==> src/rtl/scl_div_pkg.sv <==
package scl_div_pkg;
  parameter int CDF_W      = 3;
  parameter int SCGD_W     = 6;
  parameter int RISE_W     = 6;
  parameter int SETUP_W    = 4;
  parameter int BASE_TICKS = 20;
  parameter int STEP_TICKS = 8;
  parameter int SETUP_BIAS = 2;
  parameter int DIV_W      = CDF_W + SCGD_W;
  parameter int PER_MAX    = BASE_TICKS + STEP_TICKS * (2**SCGD_W - 1) + (2**RISE_W - 1);
  parameter int PER_W      = $clog2(PER_MAX + 1);
  parameter int TGT_W      = SETUP_W + 1;

  typedef struct packed {
    logic [CDF_W-1:0]   cdf;
    logic [SCGD_W-1:0]  scgd;
    logic [RISE_W-1:0]  rise;
    logic [SETUP_W-1:0] setup;
  } div_cfg_t;
endpackage

==> src/rtl/scl_prescaler.sv <==
module scl_prescaler
  import scl_div_pkg::*;
(
  input  logic             clk,
  input  logic             rst_n,
  input  logic             restart,
  input  logic             active,
  input  logic [CDF_W-1:0] cdf_max,
  output logic             tick
);
  logic [CDF_W-1:0] pc_q;

  always_ff @(posedge clk or negedge rst_n) begin
    if (!rst_n)        pc_q <= '0;
    else if (restart)  pc_q <= '0;
    else if (active)   pc_q <= (pc_q == cdf_max) ? '0 : pc_q + CDF_W'(1);
  end

  assign tick = active && !restart && (pc_q == cdf_max);

  // two ticks never sit back to back unless the prescale is 1
  p_tick_gap_r2: assert property (@(posedge clk) disable iff (!rst_n)
    (tick && cdf_max != '0 && !restart) |=> !tick);
endmodule

==> src/rtl/scl_phase_gen.sv <==
module scl_phase_gen
  import scl_div_pkg::*;
(
  input  logic             clk,
  input  logic             rst_n,
  input  logic             restart,
  input  logic             active,
  input  logic             tick,
  input  logic [PER_W-1:0] period,
  output logic             scl_out,
  output logic             scl_toggle,
  output logic             sda_chg,
  output logic             sda_smp
);
  logic [PER_W-1:0] low_len, high_len, cur_len, tc_q;
  logic             scl_q, at_end;

  assign low_len  = (period + PER_W'(1)) >> 1;
  assign high_len = period >> 1;
  assign cur_len  = scl_q ? high_len : low_len;
  assign at_end   = (tc_q == cur_len - PER_W'(1));

  always_ff @(posedge clk or negedge rst_n) begin
    if (!rst_n) begin
      scl_q <= 1'b1;
      tc_q  <= '0;
    end else if (restart) begin
      scl_q <= 1'b0;
      tc_q  <= '0;
    end else if (!active) begin
      scl_q <= 1'b1;
      tc_q  <= '0;
    end else if (tick) begin
      tc_q <= at_end ? '0 : tc_q + PER_W'(1);
      if (at_end) scl_q <= ~scl_q;
    end
  end

  assign scl_out    = scl_q;
  assign scl_toggle = tick && at_end;
  assign sda_chg    = tick && !scl_q && (tc_q == (low_len >> 1));
  assign sda_smp    = tick &&  scl_q && (tc_q == (high_len >> 1));

  p_toggle_flips_r4: assert property (@(posedge clk) disable iff (!rst_n)
    scl_toggle |=> (scl_out != $past(scl_out)));
  p_chg_in_low_r5: assert property (@(posedge clk) disable iff (!rst_n)
    (sda_chg && !restart) |=> !scl_out);
  p_smp_in_high_r5: assert property (@(posedge clk) disable iff (!rst_n)
    (sda_smp && active && !restart) |=> scl_out);
endmodule

==> src/rtl/scl_setup_delay.sv <==
module scl_setup_delay
  import scl_div_pkg::*;
(
  input  logic               clk,
  input  logic               rst_n,
  input  logic               restart,
  input  logic               tick,
  input  logic [SETUP_W-1:0] setup_code,
  output logic               first_bit
);
  logic [TGT_W-1:0] target, cnt_q;
  logic             pend_q, hit;

  assign target = TGT_W'(setup_code) + TGT_W'(SETUP_BIAS);
  assign hit    = (cnt_q == target - TGT_W'(1));

  always_ff @(posedge clk or negedge rst_n) begin
    if (!rst_n) begin
      cnt_q  <= '0;
      pend_q <= 1'b0;
    end else if (restart) begin
      cnt_q  <= '0;
      pend_q <= 1'b1;
    end else if (tick && pend_q) begin
      if (hit) pend_q <= 1'b0;
      else     cnt_q  <= cnt_q + TGT_W'(1);
    end
  end

  assign first_bit = tick && pend_q && hit;

  p_fb_single_r6: assert property (@(posedge clk) disable iff (!rst_n)
    (first_bit && !restart) |=> !first_bit);
endmodule

==> src/rtl/scl_rate_divider.sv <==
module scl_rate_divider
  import scl_div_pkg::*;
(
  input  logic               clk,
  input  logic               rst_n,
  input  logic               start,
  input  logic               halt,
  input  logic [DIV_W-1:0]   cfg_div,
  input  logic [RISE_W-1:0]  cfg_rise,
  input  logic [SETUP_W-1:0] cfg_setup,
  output logic               scl_out,
  output logic               scl_toggle,
  output logic               sda_chg,
  output logic               sda_smp,
  output logic               first_bit
);
  div_cfg_t         cfg_q;
  logic             active_q, tick;
  logic [PER_W-1:0] period;

  always_ff @(posedge clk or negedge rst_n) begin
    if (!rst_n) begin
      active_q <= 1'b0;
      cfg_q    <= '0;
    end else if (start) begin
      active_q    <= 1'b1;
      cfg_q.cdf   <= cfg_div[CDF_W-1:0];
      cfg_q.scgd  <= cfg_div[DIV_W-1:CDF_W];
      cfg_q.rise  <= cfg_rise;
      cfg_q.setup <= cfg_setup;
    end else if (halt) begin
      active_q <= 1'b0;
    end
  end

  assign period = PER_W'(BASE_TICKS) + PER_W'(STEP_TICKS) * PER_W'(cfg_q.scgd)
                + PER_W'(cfg_q.rise);

  scl_prescaler u_pre (
    .clk(clk), .rst_n(rst_n), .restart(start), .active(active_q),
    .cdf_max(cfg_q.cdf), .tick(tick)
  );

  scl_phase_gen u_phase (
    .clk(clk), .rst_n(rst_n), .restart(start), .active(active_q), .tick(tick),
    .period(period), .scl_out(scl_out), .scl_toggle(scl_toggle),
    .sda_chg(sda_chg), .sda_smp(sda_smp)
  );

  scl_setup_delay u_setup (
    .clk(clk), .rst_n(rst_n), .restart(start), .tick(tick),
    .setup_code(cfg_q.setup), .first_bit(first_bit)
  );

  p_cfg_hold_r7: assert property (@(posedge clk) disable iff (!rst_n)
    !start |=> $stable(cfg_q));
  p_idle_quiet_r1: assert property (@(posedge clk) disable iff (!rst_n)
    !active_q |-> (!scl_toggle && !sda_chg && !sda_smp && !first_bit));
endmodule

==> config.mk <==
export PLATFORM = sky130hd
export DESIGN_NAME = scl_rate_divider
export DESIGN_NICKNAME = d
export VERILOG_FILES = /design/src/rtl/scl_div_pkg.sv /design/src/rtl/scl_prescaler.sv /design/src/rtl/scl_phase_gen.sv /design/src/rtl/scl_setup_delay.sv /design/src/rtl/scl_rate_divider.sv
export SDC_FILE = /design/constraint.sdc
export NUM_CORES = 1
export LEC_CHECK = 0
export BUFFER_PORTS_ARGS = -buffer_cell sky130_fd_sc_hd__buf_2
export CORE_MARGIN = 10
export CORE_UTILIZATION = 55
export CTS_BUF_LIST = sky130_fd_sc_hd__clkbuf_2 sky130_fd_sc_hd__clkbuf_4 sky130_fd_sc_hd__clkbuf_8
export DETAILED_ROUTE_END_ITERATION = 7
export HOLD_SLACK_MARGIN = 0.03
export PLACE_DENSITY = 0.77
export SYNTH_ARGS = -nofsm -noshare
export SYNTH_HDL_FRONTEND = slang
export SYNTH_SLANG_ARGS = --single-unit
==> constraint.sdc <==
create_clock -name clk -period 3.8 [get_ports clk]
set_input_delay 0.76 -clock clk [delete_from_list [all_inputs] [get_ports clk]]
set_output_delay 0.76 -clock clk [all_outputs]
set_load 0.03 [all_outputs]
==> out/qor.txt <==
status: complete, but fails checks
failing checks: setup timing
starting density of the core: 56.9%
Nets: 439
Worst setup startpoint: cfg_q[7]
routed len/inst: 14.8 µm
r2r startpoint: cfg_q[7]
First-pass DRT Iterations: 4
fin. max-slew vios: 0
Max-cap violations: 0
Final Cycle Share: 116%
die height: 95.7 µm
Reg2Reg Setup Slack: 0.07 ns
die width: 95.7 µm
Min Hold Slack: 0.520 ns
Switching Share: 36.6%
number of synthesized flops with an enable pin: 0
critical path type: register to primary output
HPWL Detailed: 5370 µm
CP max FO: 5
CP arrival: 3.65 ns
Synth Warn #: 0
syn_nets: 374
sequential cell area: 1000 µm²
vias per cell: 5.47
Clk pwr share: 18.4%
total power: 1.50 mW
mapped cell area: 3150 µm²
Internal: 0.949 mW
Final Wtd Congestion: 0.922
IO Port Bufs: 27
Worst Skew: 0.00407 ns
clock buffer depth: 2
Root Driver: clkbuf_8
Placed Cells: 460
Final Non-Filler Cells: 473
Rel. slew slack: 40.7%
final setup fails: 2
ANT cells: 0
fill cell count: 429
Post-synth ARST share: 100%
Syn Inst Count: 336
syn_area_per_cell: 9.39 µm²
vias in the first global route: 2665
Comb pwr share: 49.0%
PwrDens: 385 nW/µm²
reg2reg end: u_phase.scl_out
CP Capture Point: scl_toggle
Final min period: 4.41 ns
sequential share of the synthesized area: 31.8%
RSZ-0062 raised after global routing: yes
Clock transition at path regs: 0.08 ns
Fin. Hold Viols: 0
Fmax achieved: 227 MHz
Clk Latency, worst-skew pair: 0.29 ns
R2R depth: 15
Synth top area share: 30.9%
largest cells by area after synthesis: dfrtp_1 (31%), xnor2_1 (9.7%), ha_1 (5.6%)
CTS Buf Count: 5
I/O Pins: 28
Die ar.: 9160 µm²
Final WS setup: -0.609 ns
initial antenna violation count: 0
Synth Register Bits: 40
Worst Path Required: 3.04 ns
Antenna Nets Post-Route: 0
Setup crit end kind: primary output
Leak: 1.64 nW
slew of the pin with the lowest slew margin: 0.890 ns
Setup crit start kind: register
H-tree depth: 2
min-delay worst type: register to register
library cells used by synthesis: 64
pin count of the biggest net entering global routing: 41
P&R area growth vs syn: 23.2%
first-pass GRT wire length: 12000 µm
CTS tree: yes
via count: 2588
fraction of layout cells with a size suffix above 1: 34.9%
Iteration-0 DRC Markers: 123
site row count: 27
clock sinks: 40
Synth area leader: dfrtp_1
CTS Hold Buffers Added: 0
VDD IR max: 0.000280 V
Post-Route WL: 7000 µm
Post-Place Worst Slack: -0.431 ns
Seq pwr share: 32.6%
Core Region: 5540 µm²
GR Overflow Total: 0
switching power: 0.548 mW
DRC viols: 0
Primary FF master, synth: dfrtp_1
area occupied by multi-input gates: 2140 µm²
total track usage: 16.1%
==> placed cells by master, fill, tap and decap left out, types with 6 or more instances in the layout <==
master / count
nor3_2: 9
nand3_1: 14
o21ai_0: 15
a21oi_1: 10
dfrtp_1: 39
nor3_1: 8
mux2_2: 15
xor2_1: 17
buf_6: 7
xnor2_1: 32
nor2_1: 19
inv_1: 12
buf_2: 24
nand2_1: 26
nand4_1: 6
buf_4: 40
ha_1: 13
nand2b_1: 7
==> state kept, by name (all words and copies together) (netlist names) <==
| name | cells |
|---|---|
| u_phase.tc_q | 10 |
| u_setup.pend_q | 1 |
| cfg_q | 19 |
| u_phase.scl_out | 1 |
| active_q | 1 |
| u_pre.pc_q | 3 |
| u_setup.cnt_q | 5 |
==> power groups by stage <==
stage | clock network [mW] | registers, mW | logic [mW]
floorplan | 0 | 0.484 | 0.461
global placement | 0 | 0.493 | 0.659
detailed placement | 0 | 0.495 | 0.676
CTS | 0.282 | 0.487 | 0.708
global route | 0.306 | 0.491 | 0.804
finish | 0.276 | 0.487 | 0.734
==> worst min path at each step <==
stage                   startpoint        endpoint  slack (ns)  cells past startpoint
finish              u_setup.pend_q  u_setup.pend_q        0.52                      2
global route             cfg_q[10]       cfg_q[10]        0.55                      1
CTS                      cfg_q[10]       cfg_q[10]        0.52                      1
detailed placement       cfg_q[10]       cfg_q[10]        0.51                      1
global placement    u_setup.pend_q  u_setup.pend_q        0.49                      2
floorplan                    rst_n        active_q        0.46                      0
==> critical path, cell delays in order, from the launching register on <==
cell      delay (ns)
dfrtp_1         0.40
ha_1            0.32
ha_2            0.19
inv_2           0.06
fa_2            0.43
or2_4           0.26
or3_4           0.34
xnor2_2         0.15
and4b_2         0.32
xnor2_2         0.09
nor4_4          0.29
nand3_2         0.14
a211oi_4        0.20
buf_6           0.16
==> synthesized netlist by cell type, types with 2 or more instances <==
master and instances:
dfrtp_1 39, xnor2_1 35, nand2_1 26, nor2_1 21
xor2_1 17, mux2_2 15, o21ai_0 15, ha_1 14
nand3_1 14, inv_1 13, a21oi_1 12, nor3_1 10
clkbuf_1 9, nor3_2 8, nand2b_1 7, nand4_1 6
mux2i_1 5, nor2b_1 5, and3_1 4, buf_2 3
nand3b_1 3, nor3b_1 3, o2111ai_1 3, a211o_1 2
a211oi_1 2, a21boi_0 2, o211ai_1 2, o21ba_2 2
o31ai_1 2, or2_2 2, xnor2_2 2
==> metal layers <==
| layer | GRT usage (%) | share of wire (%) |
|---|---|---|
| met5 | 0 | 0 |
| met4 | 4.79 | 1.7 |
| met3 | 3.11 | 2.8 |
| met2 | 29.0 | 50 |
| met1 | 18.8 | 46 |
==> stage by stage <==
stage                     utilization (%)  area (µm²)  setup TNS (ns)
after floorplan                         -        3200          -0.354
after global placement               66.1        3660          -0.378
after detailed placement             66.1        3660          -0.575
after CTS                            68.8        3810          -0.889
after global routing                 70.1        3880           -1.74
final                                70.1        3880           -1.00
==> timing repair <==
action / in CTS / in global routing
setup buffers: 2 / 4
pin swaps: 6 / 5
gates cloned: 0 / 0
endpoints found under the setup margin: 11 / 12
resized for setup: 14 / 11
==> cell families (layout without fill, tap and decap cells) <==
| group | count (synthesis) | in the layout | synth area share [%] |
|---|---|---|---|
| buffers and inverters | 27 | 92 | 3.69 |
| AO/OA/AOI/OAI | 55 | 55 | 12.3 |
| multiplexers | 20 | 20 | 6.94 |
| flip-flops | 40 | 40 | 31.8 |
| AND/OR/NAND/NOR | 124 | 124 | 23.1 |
| adder cells (fa/ha/maj) | 15 | 15 | 6.19 |
| XOR/XNOR | 55 | 55 | 16.0 |
==> layout make-up <==
class	instances	area share, %
sequential	40	25.8
timing repair buffer	72	13.4
multi-input combinational	269	55.2
inverter	13	1.26
tap	72	2.32
clock buffer	5	1.77
clock inverter	2	0.322
(Power assumes the default switching activity.)
